$ cat src/rtl/ipi_pkg.sv
package ipi_pkg;
    localparam int NCORE = 4;
    localparam int IDX_W = $clog2(NCORE);
    localparam int OP_W  = 3;

    typedef enum logic [OP_W-1:0] {
        OP_NOP    = 3'd0,
        OP_STATUS = 3'd1,
        OP_RAISE  = 3'd2,
        OP_SOURCE = 3'd3,
        OP_ACK    = 3'd4
    } ipi_op_e;

    typedef struct packed {
        logic             valid;
        ipi_op_e          op;
        logic [IDX_W-1:0] src;
        logic [IDX_W-1:0] arg;
    } ipi_cmd_t;

    // pend[target][sender]
    typedef logic [NCORE-1:0][NCORE-1:0] pend_mat_t;

    function automatic logic is_query(ipi_cmd_t c);
        return c.valid && (c.op == OP_STATUS || c.op == OP_SOURCE);
    endfunction
endpackage

$ cat src/rtl/ipi_decode.sv
module ipi_decode
    import ipi_pkg::*;
(
    input  ipi_cmd_t  cmd,
    output pend_mat_t set_m,
    output pend_mat_t clr_m
);
    always_comb begin
        set_m = '0;
        clr_m = '0;
        if (cmd.valid) begin
            case (cmd.op)
                OP_RAISE: if (cmd.arg != cmd.src) set_m[cmd.arg][cmd.src] = 1'b1;
                OP_ACK:   clr_m[cmd.src][cmd.arg] = 1'b1;
                default:  ;
            endcase
        end
    end
endmodule

$ cat src/rtl/ipi_pend_matrix.sv
module ipi_pend_matrix
    import ipi_pkg::*;
(
    input  logic             clk,
    input  logic             rst,
    input  pend_mat_t        set_m,
    input  pend_mat_t        clr_m,
    output pend_mat_t        pend_q,
    output logic [NCORE-1:0] line
);
    for (genvar t = 0; t < NCORE; t++) begin : g_tgt
        for (genvar s = 0; s < NCORE; s++) begin : g_snd
            always_ff @(posedge clk) begin
                if (rst)              pend_q[t][s] <= 1'b0;
                else if (set_m[t][s]) pend_q[t][s] <= 1'b1;
                else if (clr_m[t][s]) pend_q[t][s] <= 1'b0;
            end

            assert_set_pair_R2: assert property (@(posedge clk) disable iff (rst)
                set_m[t][s] |=> pend_q[t][s]);
            assert_ack_clears_R7: assert property (@(posedge clk) disable iff (rst)
                (clr_m[t][s] && !set_m[t][s]) |=> !pend_q[t][s]);
            assert_hold_pair_R9: assert property (@(posedge clk) disable iff (rst)
                (!set_m[t][s] && !clr_m[t][s]) |=> $stable(pend_q[t][s]));
        end
        assign line[t] = |pend_q[t];
    end
endmodule

$ cat src/rtl/ipi_readback.sv
module ipi_readback
    import ipi_pkg::*;
(
    input  logic             clk,
    input  logic             rst,
    input  ipi_cmd_t         cmd,
    input  pend_mat_t        pend_q,
    output logic [NCORE-1:0] rd_q
);
    always_ff @(posedge clk) begin
        if (rst) begin
            rd_q <= '0;
        end else if (cmd.valid && cmd.op == OP_STATUS) begin
            rd_q    <= '0;
            rd_q[0] <= pend_q[cmd.arg][cmd.src];
        end else if (cmd.valid && cmd.op == OP_SOURCE) begin
            rd_q <= pend_q[cmd.src];
        end
    end

    assert_rd_hold_R8: assert property (@(posedge clk) disable iff (rst)
        !is_query(cmd) |=> $stable(rd_q));
    assert_status_width_R4: assert property (@(posedge clk) disable iff (rst)
        (cmd.valid && cmd.op == OP_STATUS) |=> (rd_q[NCORE-1:1] == '0));
endmodule

$ cat src/rtl/ipi_hub.sv
module ipi_hub
    import ipi_pkg::*;
(
    input  logic             clk,
    input  logic             rst,
    input  logic             cmd_valid,
    input  logic [OP_W-1:0]  cmd_op,
    input  logic [IDX_W-1:0] cmd_src,
    input  logic [IDX_W-1:0] cmd_arg,
    output logic [NCORE-1:0] rdback,
    output logic [NCORE-1:0] irq_out
);
    ipi_cmd_t  cmd;
    pend_mat_t set_m, clr_m, pend_q;

    assign cmd.valid = cmd_valid;
    assign cmd.op    = ipi_op_e'(cmd_op);
    assign cmd.src   = cmd_src;
    assign cmd.arg   = cmd_arg;

    ipi_decode u_dec (.cmd(cmd), .set_m(set_m), .clr_m(clr_m));

    ipi_pend_matrix u_mat (
        .clk(clk), .rst(rst), .set_m(set_m), .clr_m(clr_m),
        .pend_q(pend_q), .line(irq_out)
    );

    ipi_readback u_rb (
        .clk(clk), .rst(rst), .cmd(cmd), .pend_q(pend_q), .rd_q(rdback)
    );

    assert_self_noop_R3: assert property (@(posedge clk) disable iff (rst)
        (cmd_valid && cmd_op == OP_RAISE && cmd_arg == cmd_src) |=> $stable(irq_out));
    assert_raise_line_R2: assert property (@(posedge clk) disable iff (rst)
        (cmd_valid && cmd_op == OP_RAISE && cmd_arg != cmd_src) |=> irq_out[$past(cmd_arg)]);
    assert_reset_state_R1: assert property (@(posedge clk)
        $past(rst) |-> (irq_out == '0 && rdback == '0));
endmodule

$ cat config.mk
export PLATFORM = sky130hd
export DESIGN_NAME = ipi_hub
export DESIGN_NICKNAME = d
export VERILOG_FILES = /design/src/rtl/ipi_pkg.sv /design/src/rtl/ipi_decode.sv /design/src/rtl/ipi_pend_matrix.sv /design/src/rtl/ipi_readback.sv /design/src/rtl/ipi_hub.sv
export SDC_FILE = /design/constraint.sdc
export NUM_CORES = 1
export LEC_CHECK = 0
export ABC_AREA = 0
export BUFFER_PORTS_ARGS = -buffer_cell sky130_fd_sc_hd__buf_2
export CAP_MARGIN = 20
export CELL_PAD_IN_SITES_DETAIL_PLACEMENT = 1
export CELL_PAD_IN_SITES_GLOBAL_PLACEMENT = 1
export CORE_UTILIZATION = 44
export DETAILED_ROUTE_END_ITERATION = 7
export GPL_TIMING_DRIVEN = 0
export PLACE_DENSITY_LB_ADDON = 0.1
export RECOVER_POWER = 100
export SYNTH_ARGS = -nofsm -noshare
export SYNTH_HDL_FRONTEND = slang
export SYNTH_HIERARCHICAL = 1
export SYNTH_SLANG_ARGS = --single-unit
$ cat constraint.sdc
create_clock -name clk -period 1.55 [get_ports clk]
set_clock_uncertainty 0.1 [all_clocks]
set_input_delay 0.2325 -clock clk [delete_from_list [all_inputs] [get_ports clk]]
set_output_delay 0.2325 -clock clk [all_outputs]
set_load 0.01 [all_outputs]
## Word-level counts from Yosys, hierarchy flattened

Cells that the tools add are included.

- Flip-flop bits (word level): 20
- Latch bits: 0
- Bits in writable memories: 0
- Memory bits (read-only): 0
- Bits of input ports: 10
- Memories: 0

- Add/sub/neg operators: 0
- Multipliers: 0
- Div/mod/pow operators: 0
- Order comparisons: 4
- Equal/unequal tests: 5
- Shift operators: 0
- Multiplexer cells: 53
- Bitwise gates (word level): 0
- Reduce and logical (&&, ||, !) cells: 26

Operators by type and width:

| cell | count |
|---|---|
| 16-bit 2-to-1 mux | 5 |
| 1-bit 2-to-1 mux | 37 |
| 2-bit nonzero test | 17 |
| 4-bit binary-select mux with 2-bit select | 2 |
| 4-bit demux with 2-bit select | 2 |
| 4-bit 2-to-1 mux | 4 |
| 4-bit OR reduction | 4 |
| 3-bit by 2-bit equality test with 1-bit output, second input constant | 2 |
| 2-bit by 3-bit < comparator with 1-bit output, second input constant | 2 |
| 1-bit demux with 2-bit select | 2 |
| 2-bit by 1-bit >= comparator with 1-bit output, second input constant | 2 |
| 1-bit logical AND | 4 |
| 3-bit by 1-bit equality test with 1-bit output, second input constant | 1 |
| 3-bit equality test, second input constant | 1 |
| 1-bit binary-select mux with 2-bit select | 1 |
| 2-bit inequality test | 1 |
| 2-bit OR reduction | 1 |

## Logic depth before layout (Yosys ltp)

Gate-level depths: netlist of the first run.

- Depth after elaboration: 10
- Gate-level depth with buffers: 6

## Modules after synthesis

Netlist of the first run, hierarchy kept.

Modules (own cells, without submodules):

| module | instances | cells each | area each (µm²) | sequential area each (µm²) |
|---|---|---|---|---|
| ipi_pend_matrix | 1 | 70 | 605.6 | 320.3 |
| ipi_decode | 1 | 48 | 485.5 | 0.0 |
| ipi_readback | 1 | 36 | 399.1 | 80.1 |

## Worst setup path after synthesis of the first run

OpenSTA, ideal clock, no wires.

- Path kind: reg2reg
- Start: register, netlist name u_mat/pend_q[11]
- End: register u_rb.rd_q[0]
- Data arrival time: 1,184 ps
- Slack: 137 ps
- Cell stages (with the launch flop): 5
- Path buffers: 0
- Cell sequence: dfxtp_1 > mux4_2 > or2_0 > a32oi_1 > a311oi_1

- Cells in the longest elaborated chain, start to end: 5

RTL lines:

| item | line | text |
|---|---|---|
| 4-bit binary-select mux with 2-bit select | ipi_readback.sv:15 | `rd_q[0] <= pend_q[cmd.arg][cmd.src];` |
| 4-bit 2-to-1 mux (not written as such) | ipi_readback.sv:15 |  |
| 1-bit binary-select mux with 2-bit select | ipi_readback.sv:15 |  |
| 1-bit 2-to-1 mux (not written as such) | ipi_readback.sv:15 |  |
| 1-bit 2-to-1 mux | ipi_readback.sv:13 | `end else if (cmd.valid && cmd.op == OP_STATUS) begin` |
| to (signal assigned) | ipi_readback.sv:15 |  |
| to (signal assigned) | ipi_readback.sv:17 | `rd_q <= pend_q[cmd.src];` |
| to (decl) | ipi_readback.sv:8 | `output logic [NCORE-1:0] rd_q` |

Every way passes these cells. The select of a mux whose other input is x is not followed.
A chain may end at the register's enable or synchronous reset.

## Worst setup path after layout of the first run

- Start: register, netlist name u_mat/pend_q[10]
- End: output port irq_out[2]

- Cells in the longest elaborated chain, start to end: 1

RTL lines:

| item | line | text |
|---|---|---|
| 4-bit OR reduction | ipi_pend_matrix.sv:26 | `assign line[t] = \|pend_q[t];` |
| to (decl) | ipi_hub.sv:11 | `output logic [NCORE-1:0] irq_out` |

Every way passes these cells.

==> results.yml, run 1 <==
status:
  status: "complete, but fails checks"
  violations: "setup timing"
timing:
  fin_ws_ps: -142.5
  rsz0062_at_grt: "yes"
  hold_viol: 0
  period_share_pct: 109.2
  period_minus_slack_ps: 1692
  max_freq_ghz: 0.5908
  hold_slack_ps: 25.80
  report.final.slew_viol_count: 0
  setup_viol: 5
placed_design:
  place_congestion: 0.8230
  hpwl_um: 2983
  io_buffers: 17
layout:
  antenna_cells: 0
  drive_gt1_share_pct: 39.36
  multiInputGateArea_um2: 882.1
  num-nets-final: 199
  regArea_um2: 412.9
  fin_util_pct: 56.20
  nFillCells: 375
  synthToLayoutAreaGrowth_pct: 17.97
floorplan:
  rows: 20
  io_pins: 18
  dieArea_um2: 3623
  fp.coreArea_um2: 3128
  die_y_um: 60.20
  fp.dieW_um: 60.20
  start_util_pct: 47.64
grt:
  grt_max_degree: 13
  antenna_found_initial: 0
  grt_pass1_wl_um: 6706
  grt.total_usage_pct: 25.72
  grt_pass1_vias: 1269
  grt.overflow.total: 0
pwr:
  seq_power_share_pct: 44.3
  p_leak_nw: 0.5914
  ir_drop_mv: 0.4530
  p_sw_share_pct: 26.73
  p_clk_share_pct: 37.3
  intPower_mw: 0.8792
  combPwrFrac_pct: 18.4
  p_per_area_nw_per_um2: 682.6
  power.switching_mw: 0.3207
logic_synthesis:
  synth_top_cell_area_share_pct: 26.87
  synthCells: 154
  synth_warnings: 6
  synth_edf_count: 0
  synthArstFlopShare_pct: 0
  synth-main-ff-cell: "dfxtp_1"
  synth_commonest_cells: "dfxtp_1 (20), nor3_2 (20), a21oi_1 (19), inv_1 (17), nand2b_1 (14)"
  synth_top_cell_by_area: "dfxtp_1"
  synth_cell_types: 34
  syn_area_um2: 1490
  ys_top_cells_by_area: "dfxtp_1 (27%), nor3_2 (13%), mux4_2 (7.6%)"
  avgSynthCellArea_um2: 9.676
  ys_ff_latch: 20
  yosysSeqAreaShare_pct: 26.87
critical_path:
  cp-start-kind: "register"
  slowest_stage: "or4_1"
  crit_type: "reg2out"
  rrSetupSlack_ps: -130
  crit_arrival_ps: 1360
  cp-end-kind: "output port"
  required_ps: 1220
  slowest_delay_ps: 520
  cp_max_fo: 2
  crit_path_cell_trace: "or4_1 -> buf_2"
route:
  drcViolationCount: 0
  vias_per_cell: 5.483
  vias: 1272
  ant_nets: 0
  wire_per_inst_um: 18.53
  finalWirelength_um: 4298
  drt-initial-drc-count: 59
  first_pass_iters: 4
clock_tree:
  root_buffer: "clkbuf_4"
  max-clock-path-buffers: 2
  cts_tree: "yes"
  cts-buffers-inserted: 3
  clock-sinks: 20
  clk_pin_slew_worst_paths_ps: 120
  clk_latency_ps: 320
  cts-hold-fix-buffers: 0
  cts_max_level: 1
run:
  maxCapViolCount: 0
min_path:
  hold_class: "in2reg"
[cells by family (layout without fill, tap and decap cells)]
family | after synthesis | after routing | share of synthesized area (%)
and+or+nand+nor | 69 | 69 | 39.38
buffers and inverters | 30 | 61 | 12.34
AOI/OAI and AO/OA | 24 | 24 | 9.236
DFF | 20 | 20 | 26.87
muxes | 10 | 10 | 11.92
other | 1 | 4 | 0.2516
[what timing repair did]
| action | 4_1_cts | 5_1_grt |
|---|---|---|
| setup endpoints to repair | 5 | 5 |
| pin swaps | 2 | 0 |
| buffers inserted | 10 | 0 |
| gates resized for setup | 13 | 5 |
[final cells by class]
cell class              count  share of cell area [%]
multi-input cells         107                   50.18
flip-flops and latches     20                   23.49
repair buffers             27                   9.893
plain buffers              13                   6.690
inverters                  17                   3.630
well taps                  44                   3.132
clock inverters             1                   1.708
clock buffers               3                   1.281
[critical path: cells and delay by family (launching register included)]
family | cells | cell delay [ps]
flip-flops | 1 | 360
buffers and inverters | 1 | 160
AND/OR/NAND/NOR | 1 | 520
[routing by layer]
metal	share of wire (%)	global-route usage (%)
met1	44	33.16
met2	52	45.05
met3	2.0	3.247
met4	1.4	5.980
met5	0	0
[through the flow]
stage | setup slack [ps] | setup TNS [ps] | instances | power (mW) | instance area, µm²
detailed placement | -112.0 | -112.0 | 218 | 0.7496 | 1642
floorplan | 136.7 | 0 | 157 | 0.6829 | 1501
global placement | -49.16 | -49.16 | 218 | 0.7411 | 1642
global route | -172.1 | -762.3 | 232 | 1.243 | 1758
CTS | -145.6 | -593.5 | 232 | 1.193 | 1794
finish | -142.5 | -624.7 | 232 | 1.200 | 1758
[cells in the final DEF (no fill, tap or decap)]
master | Yosys | final
a21oi_1 | 19 | 19
inv_1 | 17 | 17
nand2b_1 | 14 | 14
nor3_2 | 20 | 14
dfxtp_1 | 20 | 14
buf_2 | 1 | 11
buf_4 | 6 | 11
buf_6 | 4 | 9
nor3_1 | 1 | 7
clkbuf_1 | 0 | 6
mux4_2 | 5 | 5
nand2_1 | 4 | 4
nor4_1 | 2 | 4
conb_1 | 1 | 4
or2b_1 | 4 | 4
dfxtp_2 | 0 | 4
mux2i_1 | 4 | 4
clkbuf_4 | 0 | 3
nand3_1 | 3 | 3
nand3b_1 | 3 | 3
a311oi_1 | 3 | 3
clkbuf_2 | 1 | 2
nand2b_2 | 2 | 2
nor4_4 | 2 | 2
or4_1 | 4 | 2
or4_4 | 0 | 2
dfxtp_4 | 0 | 2
bufinv_16 | 0 | 1
nand4bb_4 | 1 | 1
nand2_2 | 1 | 1
or2_1 | 1 | 1
nand4bb_1 | 1 | 1
buf_12 | 1 | 1
nor4_2 | 3 | 1
and3b_2 | 1 | 1
or2_0 | 1 | 1
a32oi_1 | 1 | 1
mux4_4 | 1 | 1
o211ai_1 | 1 | 1
nor2_1 | 1 | 1
[registers in the layout, indices dropped and copies added (netlist names)]
register	count
u_mat/pend_q	16
u_rb/rd_q	4
[power by group through the flow]
stage | clock (mW) | combinational, mW | sequential (mW)
final | 0.448 | 0.220 | 0.532
after global routing | 0.475 | 0.236 | 0.533
after CTS | 0.450 | 0.214 | 0.529
after detailed placement | 0 | 0.203 | 0.547
after global placement | 0 | 0.196 | 0.546
after floorplan | 0 | 0.140 | 0.543
[final timing paths]
kind / start / to / depth (start not counted)
worst max-delay path: u_mat/pend_q[10]$_SDFFE_PP0P_ / irq_out[2] / 2
worst min-delay path: rst / u_rb/rd_q[3]$_SDFFE_PP0P_ / 2
worst max register to register: u_mat/pend_q[10]$_SDFFE_PP0P_ / u_rb/rd_q[0]$_SDFFE_PP0P_ / 5
worst min register to register: u_rb/rd_q[3]$_SDFFE_PP0P_ / u_rb/rd_q[3]$_SDFFE_PP0P_ / 2
Note: power is estimated with default switching activity, not from simulation.
==> run 2, diff against run 1 <==
Settings changed: GPL_TIMING_DRIVEN 0 to not set, HOLD_SLACK_MARGIN set to 0.15.
==> results.yml, run 2 (synthesis results as in run 1) <==
status:
  status: "complete, but fails checks"
  violations: "setup timing"
critical_path:
  rrSetupSlack_ps: -110
  worst-r2r-cell-count: 5
  crit_arrival_ps: 1400
  cp-end-kind: "output port"
  crit_type: "reg2out"
  cp-start-kind: "register"
  cp_max_fo: 2
  required_ps: 1220
route:
  drcViolationCount: 0
  vias: 1317
  vias_per_cell: 5.557
  finalWirelength_um: 4289
  drt-initial-drc-count: 54
  first_pass_iters: 4
  wire_per_inst_um: 18.10
  ant_nets: 0
pwr:
  p_leak_nw: 0.6048
  p_clk_share_pct: 25.1
  p_per_area_nw_per_um2: 576.2
  combPwrFrac_pct: 23.1
  power.switching_mw: 0.3074
  intPower_mw: 0.7206
  seq_power_share_pct: 51.9
  p_sw_share_pct: 29.90
  ir_drop_mv: 0.3737
timing:
  hold_viol: 0
  rsz0062_at_grt: "yes"
  period_share_pct: 111.5
  period_minus_slack_ps: 1728
  max_freq_ghz: 0.5787
  hold_slack_ps: 236.6
  report.final.slew_viol_count: 0
  worst_pin_slew_ps: 590.6
  setup_viol: 5
  fin_ws_ps: -178.0
  max_slew_margin_pct: 60.63
floorplan:
  start_util_pct: 47.64
  fp.dieW_um: 60.20
  fp.coreArea_um2: 3128
  io_pins: 18
  rows: 20
  dieArea_um2: 3623
  die_y_um: 60.20
placed_design:
  place_ws_ps: -81.67
  placed_area_um2: 1682
  io_buffers: 17
  place_congestion: 0.7967
  place_inst: 223
  hpwl_um: 2995
layout:
  synthToLayoutAreaGrowth_pct: 19.73
  layout_commonest_cell: "buf_4"
  num-nets-final: 205
  fin_cells: 237
  largest-register: "u_mat/pend_q"
  multiInputGateArea_um2: 895.9
  fin_util_pct: 57.04
  finish.instance_area_um2: 1784
  nFillCells: 378
  final_cell_mix: "buf_4 (21), a21oi_1 (19), inv_1 (17)"
  largest_reg_flops: 16
  antenna_cells: 0
  largestRegisters: "u_mat/pend_q (16), u_rb/rd_q (4)"
  drive_gt1_share_pct: 42.49
  regArea_um2: 410.4
clock_tree:
  max-clock-path-buffers: 2
  clk_pin_slew_worst_paths_ps: 110
  clock-sinks: 20
  cts_max_level: 1
  cts_tree: "yes"
  cts-buffers-inserted: 3
  root_buffer: "clkbuf_4"
  cts-hold-fix-buffers: 0
  clk_latency_ps: 300
grt:
  antenna_found_initial: 0
  grt_pass1_wl_um: 6893
  grt.total_usage_pct: 26.36
  grt_max_degree: 21
  grt.overflow.total: 0
  met2_usage_pct: 45.21
  grt_pass1_vias: 1419
  gr-usage-met3_pct: 4.762
  grtUsageMet1_pct: 31.35
  busiest_layer: "met2"
min_path:
  hold_path_depth: 4
  hold_class: "in2reg"
run:
  maxCapViolCount: 0
run 2: cell types whose count changed in the layout (fill, tap and decap cells not counted), sizes merged:
cell / change
buf: +6
bufinv: -1
run 2: what timing repair did:
action / in CTS / in global routing
pin swaps: 4 / 2
resized for setup: 12 / 4
endpoints found under the setup margin: 4 / 5
buffers inserted: 10 / 1
cloned: 0 / 0
run 2: worst max-delay path: stages (launching register included):
cell and delay, ps:
dfxtp_2 340, buf_6 110, or4_1 500, buf_2 150
run 2: worst paths after layout:
path / start / to
worst min register to register: u_rb/rd_q[3]$_SDFFE_PP0P_ / u_rb/rd_q[3]$_SDFFE_PP0P_
worst max-delay path: u_mat/pend_q[10]$_SDFFE_PP0P_ / irq_out[2]
worst min-delay path: cmd_op[0] / u_rb/rd_q[2]$_SDFFE_PP0P_
worst max register to register: u_mat/pend_q[11]$_SDFFE_PP0P_ / u_rb/rd_q[0]$_SDFFE_PP0P_
run 2: metal layers:
metal,wire length [µm],part of all wire (%)
met1,1800,42
met2,2237,52
met3,128,3.0
met4,124,2.9
met5,0,0
run 2: through the flow:
stage / TNS [ps] / power (mW)
2_1_floorplan: 0 / 0.6829
6_report: -582.6 / 1.028
3_5_place_dp: -134.1 / 0.7642
5_1_grt: -985.5 / 1.074
3_3_place_gp: -21.96 / 0.7561
4_1_cts: -674.9 / 1.041
run 2: power groups by stage:
stage	clock (mW)	sequential, mW	combinational, mW
6_report	0.258	0.534	0.237
4_1_cts	0.269	0.533	0.238
3_5_place_dp	0	0.545	0.219
5_1_grt	0.286	0.535	0.254
3_3_place_gp	0	0.545	0.211
2_1_floorplan	0	0.543	0.140
run 2: layout make-up:
class,instances,area share (%)
clock buffers,3,1.262
multi-input cells,107,50.21
repair buffers,46,18.86
flip-flops and latches,20,23.00
inverters,17,3.576
well taps,44,3.086
